--- src/rtl/i2cfs_pkg.sv ---
package i2cfs_pkg;
  localparam int ST_W = 32;
  localparam int B_TX_EMPTY = 0;
  localparam int B_TX_NEAR  = 1;
  localparam int B_TX_FULL  = 2;
  localparam int B_TX_OVR   = 3;
  localparam int B_RX_EMPTY = 4;
  localparam int B_RX_NEAR  = 5;
  localparam int B_RX_FULL  = 6;
  localparam logic [ST_W-1:0] EXT_EVT_BITS = 32'h131F_0000;
  localparam logic [ST_W-1:0] CLR_BITS     = 32'h131F_007F;
  localparam logic [ST_W-1:0] STICKY_BITS  = EXT_EVT_BITS | (32'h1 << B_TX_OVR);
  localparam logic [ST_W-1:0] MASK_BITS    = 32'h1FFF_FFFF;

  typedef struct packed {
    logic full;
    logic near;
    logic empty;
  } lvl_t;
endpackage

--- src/rtl/i2cfs_fifo.sv ---
module i2cfs_fifo
  import i2cfs_pkg::*;
#(
  parameter int W            = 8,
  parameter int DEPTH        = 16,
  parameter int THR_W        = 4,
  parameter int FLUSH_CYCLES = 4,
  parameter bit NEAR_BELOW   = 1'b1
) (
  input  logic             clk,
  input  logic             rst_n,
  input  logic             in_valid,
  output logic             in_ready,
  input  logic [W-1:0]     in_data,
  output logic             out_valid,
  input  logic             out_ready,
  output logic [W-1:0]     out_data,
  input  logic [THR_W-1:0] thr,
  input  logic             flush_req,
  output logic             flush_busy,
  output logic             overrun,
  output lvl_t             flags
);
  localparam int AW = (DEPTH > 1) ? $clog2(DEPTH) : 1;
  localparam int CW = $clog2(DEPTH + 1);
  localparam int FW = $clog2(FLUSH_CYCLES + 1);

  logic [W-1:0]  mem [DEPTH];
  logic [AW-1:0] wptr, rptr;
  logic [CW-1:0] cnt;
  logic [FW-1:0] fcnt;
  logic          busy;
  logic          push, pop, full;

  assign full      = (cnt == CW'(DEPTH));
  assign in_ready  = !full && !busy;
  assign out_valid = (cnt != '0) && !busy;
  assign out_data  = mem[rptr];
  assign push      = in_valid && in_ready;
  assign pop       = out_valid && out_ready;
  assign overrun   = in_valid && full && !busy;
  assign flush_busy = busy;

  function automatic logic [AW-1:0] bump(input logic [AW-1:0] p);
    return (p == AW'(DEPTH - 1)) ? '0 : p + 1'b1;
  endfunction

  always_ff @(posedge clk) begin
    if (push) mem[wptr] <= in_data;
  end

  always_ff @(posedge clk) begin
    if (!rst_n) begin
      wptr <= '0;
      rptr <= '0;
      cnt  <= '0;
      fcnt <= '0;
      busy <= 1'b0;
    end else if (busy) begin
      if (fcnt == '0) begin
        busy <= 1'b0;
        wptr <= '0;
        rptr <= '0;
        cnt  <= '0;
      end else begin
        fcnt <= fcnt - 1'b1;
      end
    end else begin
      if (flush_req) begin
        busy <= 1'b1;
        fcnt <= FW'(FLUSH_CYCLES - 1);
      end
      if (push) wptr <= bump(wptr);
      if (pop)  rptr <= bump(rptr);
      cnt <= cnt + CW'(push) - CW'(pop);
    end
  end

  assign flags.empty = (cnt == '0);
  assign flags.full  = full;
  generate
    if (NEAR_BELOW) begin : g_near_le
      assign flags.near = (cnt <= CW'(thr));
    end else begin : g_near_ge
      assign flags.near = (cnt >= CW'(thr));
    end
  endgenerate
endmodule

--- src/rtl/i2cfs_evt_regs.sv ---
module i2cfs_evt_regs
  import i2cfs_pkg::*;
(
  input  logic            clk,
  input  logic            rst_n,
  input  logic [ST_W-1:0] level,
  input  logic [ST_W-1:0] set_pulse,
  input  logic            clr_wr,
  input  logic [ST_W-1:0] clr_wdata,
  input  logic            mask_wr,
  input  logic [ST_W-1:0] mask_wdata,
  output logic [ST_W-1:0] raw,
  output logic [ST_W-1:0] masked,
  output logic [ST_W-1:0] mask_q,
  output logic            irq
);
  logic [ST_W-1:0] sticky;
  logic [ST_W-1:0] clr_eff;

  assign clr_eff = clr_wr ? (clr_wdata & CLR_BITS) : '0;

  generate
    for (genvar i = 0; i < ST_W; i++) begin : g_bit
      if (STICKY_BITS[i]) begin : g_sticky
        always_ff @(posedge clk) begin
          if (!rst_n) sticky[i] <= 1'b0;
          else        sticky[i] <= set_pulse[i] | (sticky[i] & ~clr_eff[i]);
        end
      end else begin : g_none
        assign sticky[i] = 1'b0;
      end
    end
  endgenerate

  always_ff @(posedge clk) begin
    if (!rst_n)       mask_q <= '0;
    else if (mask_wr) mask_q <= mask_wdata & MASK_BITS;
  end

  assign raw    = sticky | (level & ~STICKY_BITS);
  assign masked = raw & mask_q;
  assign irq    = |masked;
endmodule

--- src/rtl/i2cfs_top.sv ---
module i2cfs_top
  import i2cfs_pkg::*;
#(
  parameter int W            = 8,
  parameter int DEPTH        = 16,
  parameter int THR_W        = 4,
  parameter int FLUSH_CYCLES = 4
) (
  input  logic             clk,
  input  logic             rst_n,
  input  logic             tx_wr_valid,
  output logic             tx_wr_ready,
  input  logic [W-1:0]     tx_wr_data,
  output logic             tx_rd_valid,
  input  logic             tx_rd_ready,
  output logic [W-1:0]     tx_rd_data,
  input  logic             rx_wr_valid,
  output logic             rx_wr_ready,
  input  logic [W-1:0]     rx_wr_data,
  output logic             rx_rd_valid,
  input  logic             rx_rd_ready,
  output logic [W-1:0]     rx_rd_data,
  input  logic [THR_W-1:0] tx_thr,
  input  logic [THR_W-1:0] rx_thr,
  input  logic             flush_tx_req,
  input  logic             flush_rx_req,
  output logic             flush_tx_busy,
  output logic             flush_rx_busy,
  input  logic [31:0]      evt_pulse,
  input  logic             clr_wr,
  input  logic [31:0]      clr_wdata,
  input  logic             mask_wr,
  input  logic [31:0]      mask_wdata,
  output logic [31:0]      mask_rd,
  output logic [31:0]      raw_status,
  output logic [31:0]      masked_status,
  output logic             irq
);
  lvl_t            tx_flags, rx_flags;
  logic            tx_ovr, rx_ovr_unused;
  logic [ST_W-1:0] level_vec, set_vec;

  i2cfs_fifo #(.W(W), .DEPTH(DEPTH), .THR_W(THR_W),
               .FLUSH_CYCLES(FLUSH_CYCLES), .NEAR_BELOW(1'b1)) u_txq (
    .clk, .rst_n,
    .in_valid(tx_wr_valid), .in_ready(tx_wr_ready), .in_data(tx_wr_data),
    .out_valid(tx_rd_valid), .out_ready(tx_rd_ready), .out_data(tx_rd_data),
    .thr(tx_thr), .flush_req(flush_tx_req), .flush_busy(flush_tx_busy),
    .overrun(tx_ovr), .flags(tx_flags)
  );

  i2cfs_fifo #(.W(W), .DEPTH(DEPTH), .THR_W(THR_W),
               .FLUSH_CYCLES(FLUSH_CYCLES), .NEAR_BELOW(1'b0)) u_rxq (
    .clk, .rst_n,
    .in_valid(rx_wr_valid), .in_ready(rx_wr_ready), .in_data(rx_wr_data),
    .out_valid(rx_rd_valid), .out_ready(rx_rd_ready), .out_data(rx_rd_data),
    .thr(rx_thr), .flush_req(flush_rx_req), .flush_busy(flush_rx_busy),
    .overrun(rx_ovr_unused), .flags(rx_flags)
  );

  always_comb begin
    level_vec             = '0;
    level_vec[B_TX_EMPTY] = tx_flags.empty;
    level_vec[B_TX_NEAR]  = tx_flags.near;
    level_vec[B_TX_FULL]  = tx_flags.full;
    level_vec[B_RX_EMPTY] = rx_flags.empty;
    level_vec[B_RX_NEAR]  = rx_flags.near;
    level_vec[B_RX_FULL]  = rx_flags.full;
    set_vec               = evt_pulse & EXT_EVT_BITS;
    set_vec[B_TX_OVR]     = tx_ovr;
  end

  i2cfs_evt_regs u_evt (
    .clk, .rst_n,
    .level(level_vec), .set_pulse(set_vec),
    .clr_wr, .clr_wdata, .mask_wr, .mask_wdata,
    .raw(raw_status), .masked(masked_status), .mask_q(mask_rd), .irq
  );
endmodule

--- config.mk ---
export PLATFORM = sky130hd
export DESIGN_NAME = i2cfs_top
export DESIGN_NICKNAME = d
export VERILOG_FILES = /design/src/rtl/i2cfs_pkg.sv /design/src/rtl/i2cfs_fifo.sv /design/src/rtl/i2cfs_evt_regs.sv /design/src/rtl/i2cfs_top.sv
export SDC_FILE = /design/constraint.sdc
export NUM_CORES = 1
export LEC_CHECK = 0
export CAP_MARGIN = 20
export CELL_PAD_IN_SITES_DETAIL_PLACEMENT = 0
export CELL_PAD_IN_SITES_GLOBAL_PLACEMENT = 1
export CORE_ASPECT_RATIO = 0.6
export CORE_MARGIN = 2
export CORE_UTILIZATION = 45
export DETAILED_ROUTE_END_ITERATION = 8
export PLACE_DENSITY_LB_ADDON = 0.25
export SLEW_MARGIN = 20
export SYNTH_ARGS = -nofsm -noshare
export SYNTH_HDL_FRONTEND = slang
export SYNTH_HIERARCHICAL = 1
export SYNTH_SLANG_ARGS = --single-unit
--- constraint.sdc ---
create_clock -name clk -period 8.6 [get_ports clk]
set_clock_uncertainty 0.1 [all_clocks]
set_input_delay 1.72 -clock clk [delete_from_list [all_inputs] [get_ports clk]]
set_output_delay 1.72 -clock clk [all_outputs]
set_load 0.01 [all_outputs]
==> results.md <==
- Status: complete, no violations
- Max stage delay on crit path: roughly 550 ps
- Busiest grt layer: met1
- Buf+Inv Stages, Crit Path: 2
- Initial antenna violation count: 1
- Critical path arrival: 5620 ps
- Fillers: between 2000 and 3000
- Buffers on Ports: ~160
- Worst path most repeated cell: or4_1
- Residual DRC: 0
- Final non-filler cell total: approximately 1500
- Post-CTS setup buffer count: 0
- Row count: 50
- Mapped Area: between 10000 and 15000 um^2
- TritonCTS Sinks: 336
- Antenna Nets Post-Route: 0
- Internal power: around 3200 uW
- Class of the worst hold path: reg2reg
- Final setup viols: 0
- Share of post-route cells with drive strength above 1: between 10% and 20%
- PwrDens: approximately 250 nW/um^2
- Root Buffer: clkbuf_16
- GPL Wtd Cong: 0.756
- CP required: between 6000 and 7000 ps
- Largest net degree at the start of global routing: slightly above 80
- CTS Buf Count: 30
- CTS tree: yes
- Sw frac: 26.9%
- Grt met3 use: approximately 4.7%
- M1 GR Usage: a little under a third
- Routed wire length: roughly 33 mm
- # nets final: roughly 1300
- GRT overflow: 0
- Clock power share: 33.1%
- CTS clk-pin slew, worst paths: 60 ps
- Max IR drop VDD: 0.000160 V
- DP HPWL: 23.3 mm
- CP Capture Type: output pin
- FMAX: 134 MHz
- RSZ-0062 raised after global routing: no
- Io pins: roughly 250
- Slack of the critical path: ~1200 ps
- H-tree levels: 1
- Die width: ~240 um
- Max Cap Violations: 0
- Via Count: roughly 8300
- CP top delay family: simple AND/OR/NAND/NOR gates
- Die area: 33600 um^2
- Cts repair resizes: 0
- Chip height: ~140 um
- Number of global-route vias before repair: approximately 8100
- Final Critical Period: 7440 ps
- Hold Fails Final Rpt: 0
- Gate power share: 22.0%
- Drt wl/cell: ~21 um
- Syn_area_per_cell: around 15 um^2
- Inst Count DP: between 1000 and 1500
- Via-to-Cell Ratio: approximately 5.4
- Kind of critical path: in2out
- Net Sw Power: ~1200 uW
- Gate count of the mapped netlist: around 950
- Slew Limit Fails: 0
- Leakage: around 0.006 uW
- Fin crit share: between 80 and 90%
- Critical Path Fanout Max: 3
- Global-route met2 utilization: a little over a quarter
- Slew margin rel.: a little over a quarter
- Util after Layout: ~55%
- Area Growth Syn to Fin: 20.3%
- Worst slack at placement: between 1000 and 1500 ps
- Worst-case clock buffer depth: 3
- Synthesis Warnings: 6
- Core Area: ~31000 um^2
- Tightest Pin Transition: about 1100 ps
- CTS Hold Bufs: 0
- First-pass GRT wire length: about 50 mm
- CP Launch Type: primary input
- Total track usage: roughly 20%
- Total negative slack: 0 ps
- DRT Pass-1 Iters: 4
- Clock Latency Late Sink: around 560 ps
- Sequential share of power: 44.9%
- CP max stage cell: or4_1
- Initial Utilization: between 40% and 50%
- Worst path cell trace: clkdlybuf4s50_1 -> ha_1 -> nand2b_1 -> a21o_1 -> a21o_1 -> a211o_1 -> and2_1 -> or4_1 -> or4_1 -> or4_1 -> clkdlybuf4s50_1
- Initial drt markers: 599
-- stage by stage --
step                      hold slack (ps)  cell area [um^2]  power (uW)
final                                 408             17400        4370
after global routing                  442             17400        4570
after CTS                             405             17400        4410
after detailed placement              389             16300        2960
after global placement                380             16300        2950
after floorplan                       372             14600        2590
-- worst reg2reg max path, cell delays in order (launching register included) --
cell and delay, ps:
dfxtp_1 460, inv_1 100, ha_1 220, nand4bb_1 130
inv_1 210, nor2_2 350, inv_1 160, ha_1 300
inv_1 60, ha_1 160, inv_1 60, fa_1 390
nor2b_1 200, o21bai_1 110, and4b_1 210, a311o_1 260
-- state kept, by name, summed over array words and instances (netlist names), named ones only --
| name | cells |
|---|---|
| u_evt/mask_q | 29 |
| u_evt/sticky | 9 |
| u_rxq/cnt | 5 |
| u_rxq/fcnt | 3 |
| u_rxq/flush_busy | 1 |
| u_rxq/mem | 128 |
| u_rxq/rptr | 4 |
| u_rxq/wptr | 4 |
| u_txq/cnt | 5 |
| u_txq/fcnt | 3 |
| u_txq/flush_busy | 1 |
| u_txq/mem | 128 |
| u_txq/rptr | 4 |
| u_txq/wptr | 4 |
-- area by class of cell --
| class | count | area (um^2) | area share (%) |
|---|---|---|---|
| clock inverters | 13 | 170 | 0.979 |
| inverters | 41 | 154 | 0.885 |
| repair buffers | 166 | 1640 | 9.43 |
| clock buffers | 43 | 923 | 5.31 |
| well taps | 416 | 520 | 2.99 |
| diodes | 1 | 2.50 | 0.0144 |
| multi-input cells | 532 | 4670 | 26.9 |
| flip-flops and latches | 336 | 9300 | 53.5 |
-- cells in the final DEF (no fill, tap or decap), types with 4 or more instances in the layout --
| cell | n |
|---|---|
| edfxtp_1 | 256 |
| clkdlybuf4s50_1 | 159 |
| dfxtp_1 | 76 |
| nor2b_1 | 59 |
| nand2_1 | 50 |
| inv_1 | 41 |
| conb_1 | 37 |
| mux4_2 | 36 |
| nor2_1 | 36 |
| ha_1 | 34 |
| clkbuf_16 | 33 |
| and2_1 | 33 |
| a22oi_1 | 32 |
| a21oi_1 | 30 |
| mux2i_1 | 29 |
| mux4_1 | 28 |
| nand3_1 | 13 |
| o21ai_0 | 11 |
| or4_1 | 8 |
| a21boi_0 | 8 |
| nor3_1 | 8 |
| clkinv_2 | 7 |
| clkbuf_8 | 6 |
| nand3b_1 | 6 |
| buf_4 | 5 |
| nand2b_1 | 5 |
| a31oi_1 | 5 |
| bufinv_16 | 4 |
| clkbuf_1 | 4 |
| or2_2 | 4 |
| nor3_2 | 4 |
| a21o_1 | 4 |
| o211a_1 | 4 |
| a311o_1 | 4 |
-- worst paths after layout --
check | slack [ps] | to | from | depth (start not counted)
worst min register to register | 410 | u_txq/fcnt[1] | u_txq/fcnt[1] | 1
worst max-delay path | 1160 | irq | rx_thr[0] | 11
worst min-delay path | 410 | u_txq/fcnt[1] | u_txq/fcnt[1] | 1
worst max register to register | 5020 | u_rxq/cnt[4] | u_rxq/cnt[2] | 15
-- power by group through the flow --
stage	combinational, uW	sequential (uW)	clock (uW)
detailed placement	959	2000	0
global route	1050	1980	1540
finish	959	1960	1450
global placement	952	2000	0
floorplan	674	1910	0
CTS	966	1970	1480
-- routing by layer --
metal	part of all wire [%]	vias up	wire length (um)
met5	0	-	0
met4	1.4	0	456
met3	7.5	34	2480
met2	41	285	13400
met1	50	4122	16600
li1	-	3844	-
No activity file was read; power rests on OpenSTA's default activity.
